### config.mk
export PLATFORM = sky130hd
export DESIGN_NAME = sburst_sram
export DESIGN_NICKNAME = d
export VERILOG_FILES = /design/src/rtl/sbs_pkg.sv /design/src/rtl/sbs_cmd_decode.sv /design/src/rtl/sbs_burst_addr.sv /design/src/rtl/sbs_array.sv /design/src/rtl/sbs_read_out.sv /design/src/rtl/sburst_sram.sv
export SDC_FILE = /design/constraint.sdc
export NUM_CORES = 2
export LEC_CHECK = 0
export BUFFER_PORTS_ARGS = -buffer_cell sky130_fd_sc_hd__buf_2
export CORE_MARGIN = 3
export CORE_UTILIZATION = 44
export CTS_CLUSTER_SIZE = 10
export DETAILED_ROUTE_END_ITERATION = 8
export PLACE_DENSITY = 0.57
export SLEW_MARGIN = 20
export SYNTH_ARGS = -nofsm -noshare
export SYNTH_HDL_FRONTEND = slang
export SYNTH_SLANG_ARGS = --single-unit
### constraint.sdc
create_clock -name clk -period 8.2 [get_ports clk]
set_input_delay 0.82 -clock clk [delete_from_list [all_inputs] [get_ports clk]]
set_output_delay 0.82 -clock clk [all_outputs]
set_load 0.05 [all_outputs]
### src/rtl/sbs_pkg.sv
package sbs_pkg;
  timeunit 1ns; timeprecision 100ps;

  // Operation captured at a clock edge.
  typedef enum logic [1:0] {
    OP_IDLE  = 2'd0,
    OP_DESEL = 2'd1,
    OP_RD    = 2'd2,
    OP_WR    = 2'd3
  } op_e;

  // Address source for the cycle.
  typedef enum logic [1:0] {
    ADR_HOLD = 2'd0,
    ADR_STEP = 2'd1,
    ADR_LOAD = 2'd2
  } adr_e;

  localparam int BYTE_BITS = 9;

  // Low two address bits for step count k from start bits s.
  function automatic logic [1:0] burst_low(input logic lin,
                                           input logic [1:0] s,
                                           input logic [1:0] k);
    logic [1:0] sum;
    sum = s + k;
    return lin ? sum : (s ^ k);
  endfunction
endpackage

### src/rtl/sbs_cmd_decode.sv
module sbs_cmd_decode
  import sbs_pkg::*;
#(
  parameter int NB = 4
) (
  input  logic          strb_host_n,
  input  logic          strb_ctl_n,
  input  logic          en_a_n,
  input  logic          en_b,
  input  logic          en_c_n,
  input  logic          step_n,
  input  logic          wr_all_n,
  input  logic          wr_byte_n,
  input  logic [NB-1:0] byte_sel_n,
  input  logic          burst_on,
  output op_e           op,
  output adr_e          adr_sel,
  output logic [NB-1:0] wr_mask
);
  timeunit 1ns; timeprecision 100ps;

  logic host_go;
  logic chip_on;
  logic wr_hit;

  // Host strobe counts only while the first enable is active.
  assign host_go = !strb_host_n && !en_a_n;
  assign chip_on = !en_a_n && en_b && !en_c_n;
  assign wr_hit  = !wr_all_n || (!wr_byte_n && !(&byte_sel_n));

  always_comb begin
    op      = OP_IDLE;
    adr_sel = ADR_HOLD;
    if (host_go) begin
      op      = chip_on ? OP_RD : OP_DESEL;
      adr_sel = chip_on ? ADR_LOAD : ADR_HOLD;
    end else if (!strb_ctl_n) begin
      if (chip_on) begin
        op      = wr_hit ? OP_WR : OP_RD;
        adr_sel = ADR_LOAD;
      end else begin
        op      = OP_DESEL;
      end
    end else if (burst_on) begin
      op      = wr_hit ? OP_WR : OP_RD;
      adr_sel = step_n ? ADR_HOLD : ADR_STEP;
    end
  end

  always_comb begin
    if (!wr_all_n)       wr_mask = '1;
    else if (!wr_byte_n) wr_mask = ~byte_sel_n;
    else                 wr_mask = '0;
  end
endmodule

### src/rtl/sbs_burst_addr.sv
module sbs_burst_addr
  import sbs_pkg::*;
#(
  parameter int AW = 6
) (
  input  logic          clk,
  input  logic          rst_n,
  input  adr_e          adr_sel,
  input  logic          lin_order,
  input  logic [AW-1:0] ext_addr,
  output logic [AW-1:0] eff_addr
);
  timeunit 1ns; timeprecision 100ps;

  localparam int HI_W = AW - 2;

  logic [AW-1:0]   base_q;
  logic [1:0]      cnt_q;
  logic [1:0]      cnt_nx;
  logic [HI_W-1:0] hi_bits;

  assign hi_bits = base_q[AW-1:2];

  always_comb begin
    cnt_nx   = cnt_q;
    eff_addr = {hi_bits, burst_low(lin_order, base_q[1:0], cnt_q)};
    unique case (adr_sel)
      ADR_LOAD: begin
        cnt_nx   = '0;
        eff_addr = ext_addr;
      end
      ADR_STEP: begin
        cnt_nx   = cnt_q + 2'd1;
        eff_addr = {hi_bits, burst_low(lin_order, base_q[1:0], cnt_nx)};
      end
      default: ;
    endcase
  end

  always_ff @(posedge clk or negedge rst_n) begin
    if (!rst_n) begin
      base_q <= '0;
      cnt_q  <= '0;
    end else begin
      cnt_q <= cnt_nx;
      if (adr_sel == ADR_LOAD) base_q <= ext_addr;
    end
  end

  // a step moves the count on by exactly one.
  a_r5_step_advances: assert property (@(posedge clk) disable iff (!rst_n)
    (adr_sel == ADR_STEP) |=> (cnt_q == 2'($past(cnt_q) + 2'd1)));

  // a load restarts the group at the external address.
  a_r5_load_restarts: assert property (@(posedge clk) disable iff (!rst_n)
    (adr_sel == ADR_LOAD) |=> (cnt_q == 2'd0 && base_q == $past(ext_addr)));

  // a hold leaves the burst state untouched.
  a_r6_hold_keeps: assert property (@(posedge clk) disable iff (!rst_n)
    (adr_sel == ADR_HOLD) |=> ($stable(cnt_q) && $stable(base_q)));
endmodule

### src/rtl/sbs_array.sv
module sbs_array #(
  parameter int NB     = 4,
  parameter int BYTE_W = 9,
  parameter int AW     = 6
) (
  input  logic                 clk,
  input  logic                 wr_en,
  input  logic [NB-1:0]        wr_mask,
  input  logic [AW-1:0]        wr_addr,
  input  logic [NB*BYTE_W-1:0] wr_data,
  input  logic [AW-1:0]        rd_addr,
  output logic [NB*BYTE_W-1:0] rd_data
);
  timeunit 1ns; timeprecision 100ps;

  localparam int DEPTH = 1 << AW;

  for (genvar b = 0; b < NB; b++) begin : g_lane
    logic [BYTE_W-1:0] lane_q [DEPTH];

    always_ff @(posedge clk) begin
      if (wr_en && wr_mask[b]) lane_q[wr_addr] <= wr_data[b*BYTE_W +: BYTE_W];
    end

    assign rd_data[b*BYTE_W +: BYTE_W] = lane_q[rd_addr];
  end
endmodule

### src/rtl/sbs_read_out.sv
module sbs_read_out #(
  parameter int W = 36
) (
  input  logic         clk,
  input  logic         rst_n,
  input  logic         flow_thru,
  input  logic         oe_n,
  input  logic         rd_now,
  input  logic [W-1:0] arr_data,
  output logic [W-1:0] dq_out,
  output logic         dq_drive
);
  timeunit 1ns; timeprecision 100ps;

  logic         prev_rd_q;
  logic [W-1:0] pipe_q;
  logic         valid;
  logic [W-1:0] src;

  always_ff @(posedge clk or negedge rst_n) begin
    if (!rst_n) begin
      prev_rd_q <= 1'b0;
      pipe_q    <= '0;
    end else begin
      prev_rd_q <= rd_now;
      if (rd_now) pipe_q <= arr_data;
    end
  end

  // A deselect or write in the current slot cancels pipelined data.
  assign valid    = flow_thru ? rd_now : (prev_rd_q && rd_now);
  assign src      = flow_thru ? arr_data : pipe_q;
  assign dq_drive = valid && !oe_n;
  assign dq_out   = dq_drive ? src : '0;

  // output enable high always silences the bus.
  a_r10_oe_blocks: assert property (@(posedge clk) disable iff (!rst_n)
    oe_n |-> !dq_drive);

  // pipelined data needs a read one edge earlier.
  a_r7_pipe_latency: assert property (@(posedge clk) disable iff (!rst_n)
    (!flow_thru && dq_drive) |-> $past(rd_now));
endmodule

### src/rtl/sburst_sram.sv
module sburst_sram
  import sbs_pkg::*;
#(
  parameter int NB = 4,
  parameter int AW = 6
) (
  input  logic                    clk,
  input  logic                    rst_n,
  input  logic                    flow_thru,
  input  logic                    lin_order,
  input  logic [AW-1:0]           addr,
  input  logic                    en_a_n,
  input  logic                    en_b,
  input  logic                    en_c_n,
  input  logic                    strb_host_n,
  input  logic                    strb_ctl_n,
  input  logic                    step_n,
  input  logic                    wr_all_n,
  input  logic                    wr_byte_n,
  input  logic [NB-1:0]           byte_sel_n,
  input  logic [NB*BYTE_BITS-1:0] wdata,
  input  logic                    oe_n,
  output logic [NB*BYTE_BITS-1:0] dq_out,
  output logic                    dq_drive
);
  timeunit 1ns; timeprecision 100ps;

  localparam int W = NB * BYTE_BITS;

  op_e           op;
  adr_e          adr_sel;
  logic [NB-1:0] wr_mask;
  logic [AW-1:0] eff_addr;
  logic [W-1:0]  arr_data;
  op_e           cur_op_q;
  logic [AW-1:0] rd_addr_q;
  logic          active_q;
  logic          chip_on_in;

  sbs_cmd_decode #(.NB(NB)) u_dec (
    .strb_host_n (strb_host_n),
    .strb_ctl_n  (strb_ctl_n),
    .en_a_n      (en_a_n),
    .en_b        (en_b),
    .en_c_n      (en_c_n),
    .step_n      (step_n),
    .wr_all_n    (wr_all_n),
    .wr_byte_n   (wr_byte_n),
    .byte_sel_n  (byte_sel_n),
    .burst_on    (active_q),
    .op          (op),
    .adr_sel     (adr_sel),
    .wr_mask     (wr_mask)
  );

  sbs_burst_addr #(.AW(AW)) u_burst (
    .clk       (clk),
    .rst_n     (rst_n),
    .adr_sel   (adr_sel),
    .lin_order (lin_order),
    .ext_addr  (addr),
    .eff_addr  (eff_addr)
  );

  sbs_array #(.NB(NB), .BYTE_W(BYTE_BITS), .AW(AW)) u_arr (
    .clk     (clk),
    .wr_en   (op == OP_WR),
    .wr_mask (wr_mask),
    .wr_addr (eff_addr),
    .wr_data (wdata),
    .rd_addr (rd_addr_q),
    .rd_data (arr_data)
  );

  // Command stage: operation and address captured at each edge.
  always_ff @(posedge clk or negedge rst_n) begin
    if (!rst_n) begin
      cur_op_q  <= OP_IDLE;
      rd_addr_q <= '0;
      active_q  <= 1'b0;
    end else begin
      cur_op_q  <= op;
      rd_addr_q <= eff_addr;
      if (adr_sel == ADR_LOAD) active_q <= 1'b1;
      else if (op == OP_DESEL) active_q <= 1'b0;
    end
  end

  sbs_read_out #(.W(W)) u_out (
    .clk       (clk),
    .rst_n     (rst_n),
    .flow_thru (flow_thru),
    .oe_n      (oe_n),
    .rd_now    (cur_op_q == OP_RD),
    .arr_data  (arr_data),
    .dq_out    (dq_out),
    .dq_drive  (dq_drive)
  );

  assign chip_on_in = !en_a_n && en_b && !en_c_n;

  // a strobe without all enables is a deselect.
  a_r1_gate_desel: assert property (@(posedge clk) disable iff (!rst_n)
    ((strb_host_n || en_a_n) && !strb_ctl_n && !chip_on_in)
      |=> (cur_op_q == OP_DESEL && !dq_drive));

  // an accepted host strobe always reads.
  a_r3_host_reads: assert property (@(posedge clk) disable iff (!rst_n)
    (!strb_host_n && chip_on_in) |=> (cur_op_q == OP_RD));

  // no drive after a captured write.
  a_r8_write_quiet: assert property (@(posedge clk) disable iff (!rst_n)
    (cur_op_q == OP_WR) |-> !dq_drive);

  // no drive after a captured deselect.
  a_r9_desel_quiet: assert property (@(posedge clk) disable iff (!rst_n)
    (cur_op_q == OP_DESEL) |-> !dq_drive);

  // no operation without an active burst.
  a_r12_idle_inert: assert property (@(posedge clk) disable iff (!rst_n)
    ((strb_host_n || en_a_n) && strb_ctl_n && !active_q)
      |=> (cur_op_q == OP_IDLE && !dq_drive));
endmodule

==> impl_metrics.toml <==
[cells_and_area]
areaGrowthSynthToFinish_pct = 12.4
n_fill_cell = 16400
layout.nets = 4771
finalNonFillerCells = 7570
utilization_pct = 50.0
drive_above_1_share_pct = 20.5
fin_area_um2 = 103000
multiInputGateArea_um2 = 19700
regArea_um2 = 70500

[logic_synthesis]
synthCells = 4502
synth_ff_type = "edfxtp_1"
ys_ff_latch = 2358
ys_warn_count = 0
ys_top_cells_by_area = "edfxtp_1 (76%), mux4_2 (10%), mux2i_1 (3.7%)"
synth_edf_count = 2304
ys_async_sr_fraction_pct = 2.29
syn_area_per_cell_um2 = 20.3
synth_cell_type_count = 53
synth_area_leader_cell = "edfxtp_1"
syn_area_um2 = 91600
syn_nets = 4565
ys_seq_area_share_pct = 77.0
synth.top_cell.area_share_pct = 75.6

[power_and_ir_drop]
leakage_nw = 32.3
vdd_drop_max_uv = 309
power_mw = 29.0
powerDensity_nw_per_um2 = 282

[hold_path]
min_path_type = "in -> async"

[sta]
hold-worst-slack_ns = 0.0549
fmax_mhz = 158
skew_ns = 0.0330
rsz0062_at_grt = "no"
setup_ws_ns = 1.86
finalHoldViolCount = 0
fin_setup_tns_ns = 0
relSlewSlack_pct = 17.5
setup_viol = 0
min_period_over_period_pct = 77.3
finalCriticalPeriod_ns = 6.34
worst_pin_slew_ns = 1.24
slew_viol_final = 0

[floorplan]
fp.dieH_um = 462
rows = 166
die_w_um = 462
core_um2 = 206000
initial_core_util_pct = 44.5
ios = 96
die_area_um2 = 214000

[grt]
grtUsageTotal_pct = 23.0
grt_start_max_net_pins = 138
grt_overflow_total = 0
grt_pass1_vias = 46600
grt_pass1_wl_mm = 349
antenna_found_initial = 8

[critical_path]
path_cells = "nor2b_4 > buf_4 > buf_4 > and2_2 > a22oi_1 > nand4_1 > a221o_1 > buf_2"
end_kind = "output port"
crit_end = "dq_out[7]"
path_buf_inv = 3
crit_family = "simple AND/OR/NAND/NOR gates"
rrSetupSlack_ns = 3.56
critical_path_class = "reg -> out"
r2r-end = "u_arr.g_lane[1].lane_q[63][1]"
cpMostUsedCell = "buf_4"
arrival_ns = 5.52
cp-startpoint = "rd_addr_q[3]"
cp_max_fo = 34
cp.depth = 8
max_stage_delay_ns = 0.93
critical_path.reg2reg.startpoint = "active_q"
cp_slowest_cell = "and2_2"
start_kind = "flop"
reg2regPathDepth = 7
required_ns = 7.38

[routing]
antenna_left = 0
routed_wirelength_mm = 246
via_per_inst = 6.08
vias = 46000
drtIter0Drc = 5057
dr.pass1.iters = 8
route.detailed.drc = 0
wire_per_inst_um = 32.5

[flow_run]
maxCapViolCount = 0

[place]
gp_congestion = 0.821
pre_cts_ws_ns = 2.66
post-place-cells = 7189
io_buffers = 95
hpwl_mm = 147
place_area_um2 = 95100

[clock_tree]
cts_tree = "built"
clockBufferDepth = 4
cts_buffers = 287
post_cts_buffers = 0
cts_root_buffer = "clkbuf_16"
cts.clk_slew.worst_paths_ns = 0.05
clock-sinks = 2358
cts_hold_buf = 0
cts_resized = 0
htree_levels = 5
clkLatencyLatePin_ns = 0.91

[status]
run_status = "complete, no violations"
report_power, final:
part	switching (mW)	internal, mW	total (mW)
clock network	4.50	6.51	11.0
logic	2.86	1.61	4.47
registers	0.149	13.4	13.5
total	7.51	21.5	29.0
routing by layer:
metal / vias up / share of wire, % / track usage (%)
li1: 19100 / - / -
met1: 24700 / 42 / 32.8
met2: 1874 / 48 / 35.9
met3: 370 / 7.2 / 4.35
met4: 8 / 3.0 / 7.60
met5: - / 0.016 / 0
cells in the final DEF, fill, tap and decap left out, types with 29 or more instances in the layout:
cell          n
clkbuf_16   299
nand3_1      66
o21ai_0      29
a22oi_1     223
edfxtp_1   2304
a221oi_2     31
nand2_1     108
nor2_1      263
a22o_1       61
mux2i_1     334
mux4_2      411
clkbuf_1     76
a221o_1      29
o22ai_1      37
buf_2        94
nand4_1      31
dfrtp_1      50
buf_4        92
cells in the mapped netlist (5+ instances only):
| master | n |
|---|---|
| nor4_1 | 6 |
| nand3_1 | 69 |
| nand4_1 | 31 |
| o311ai_0 | 14 |
| buf_6 | 29 |
| mux4_2 | 411 |
| inv_1 | 12 |
| and2_1 | 10 |
| o21ai_1 | 7 |
| nand2b_1 | 5 |
| edfxtp_1 | 2304 |
| a22o_1 | 61 |
| a221o_1 | 29 |
| a221oi_2 | 31 |
| nand2_1 | 115 |
| a21oi_1 | 22 |
| a2bb2oi_1 | 28 |
| dfrtp_1 | 54 |
| a221oi_1 | 28 |
| nor2b_1 | 13 |
| nor2_1 | 273 |
| buf_1 | 35 |
| clkbuf_1 | 122 |
| mux2i_1 | 334 |
| a22oi_1 | 223 |
| o311ai_1 | 14 |
| buf_4 | 14 |
| o22ai_1 | 37 |
| and3_1 | 6 |
| buf_2 | 77 |
| a211oi_1 | 14 |
| o21ai_0 | 29 |
final cells by class:
class	instances	share of cell area, %
flip-flops and latches	2358	68.6
multi-input cells	1854	19.2
clock buffers	375	7.55
well taps	2772	3.37
repair buffers	195	1.30
inverters	12	0.0438
clock inverters	2	0.0170
diodes	2	0.00486
cell families after synthesis:
family / after synthesis / synth area share [%]
buffers and inverters: 290 / 1.60
AO/OA/AOI/OAI: 555 / 4.88
multiplexers: 747 / 13.8
AND/OR/NAND/NOR: 545 / 2.59
flip-flops: 2358 / 77.0
XOR/XNOR: 3 / 0.0437
adder cells (fa/ha/maj): 4 / 0.0547
worst min-delay path by stage:
stage	endpoint	start	cells past startpoint
finish	u_out.prev_rd_q	rst_n	1
global route	u_out.prev_rd_q	rst_n	1
floorplan	u_out.pipe_q[16]	u_out.pipe_q[16]	2
CTS	u_out.prev_rd_q	rst_n	1
detailed placement	u_out.pipe_q[8]	u_out.pipe_q[8]	2
global placement	u_out.pipe_q[8]	u_out.pipe_q[8]	2
flip-flops by register name, indices dropped and copies added (netlist names):
register,cells
u_arr.g_lane.lane_q,2304
u_burst.base_q,6
u_out.prev_rd_q,1
rd_addr_q,6
active_q,1
cur_op_q,2
u_out.pipe_q,36
u_burst.cnt_q,2
No activity file was read; power rests on OpenSTA's default activity.
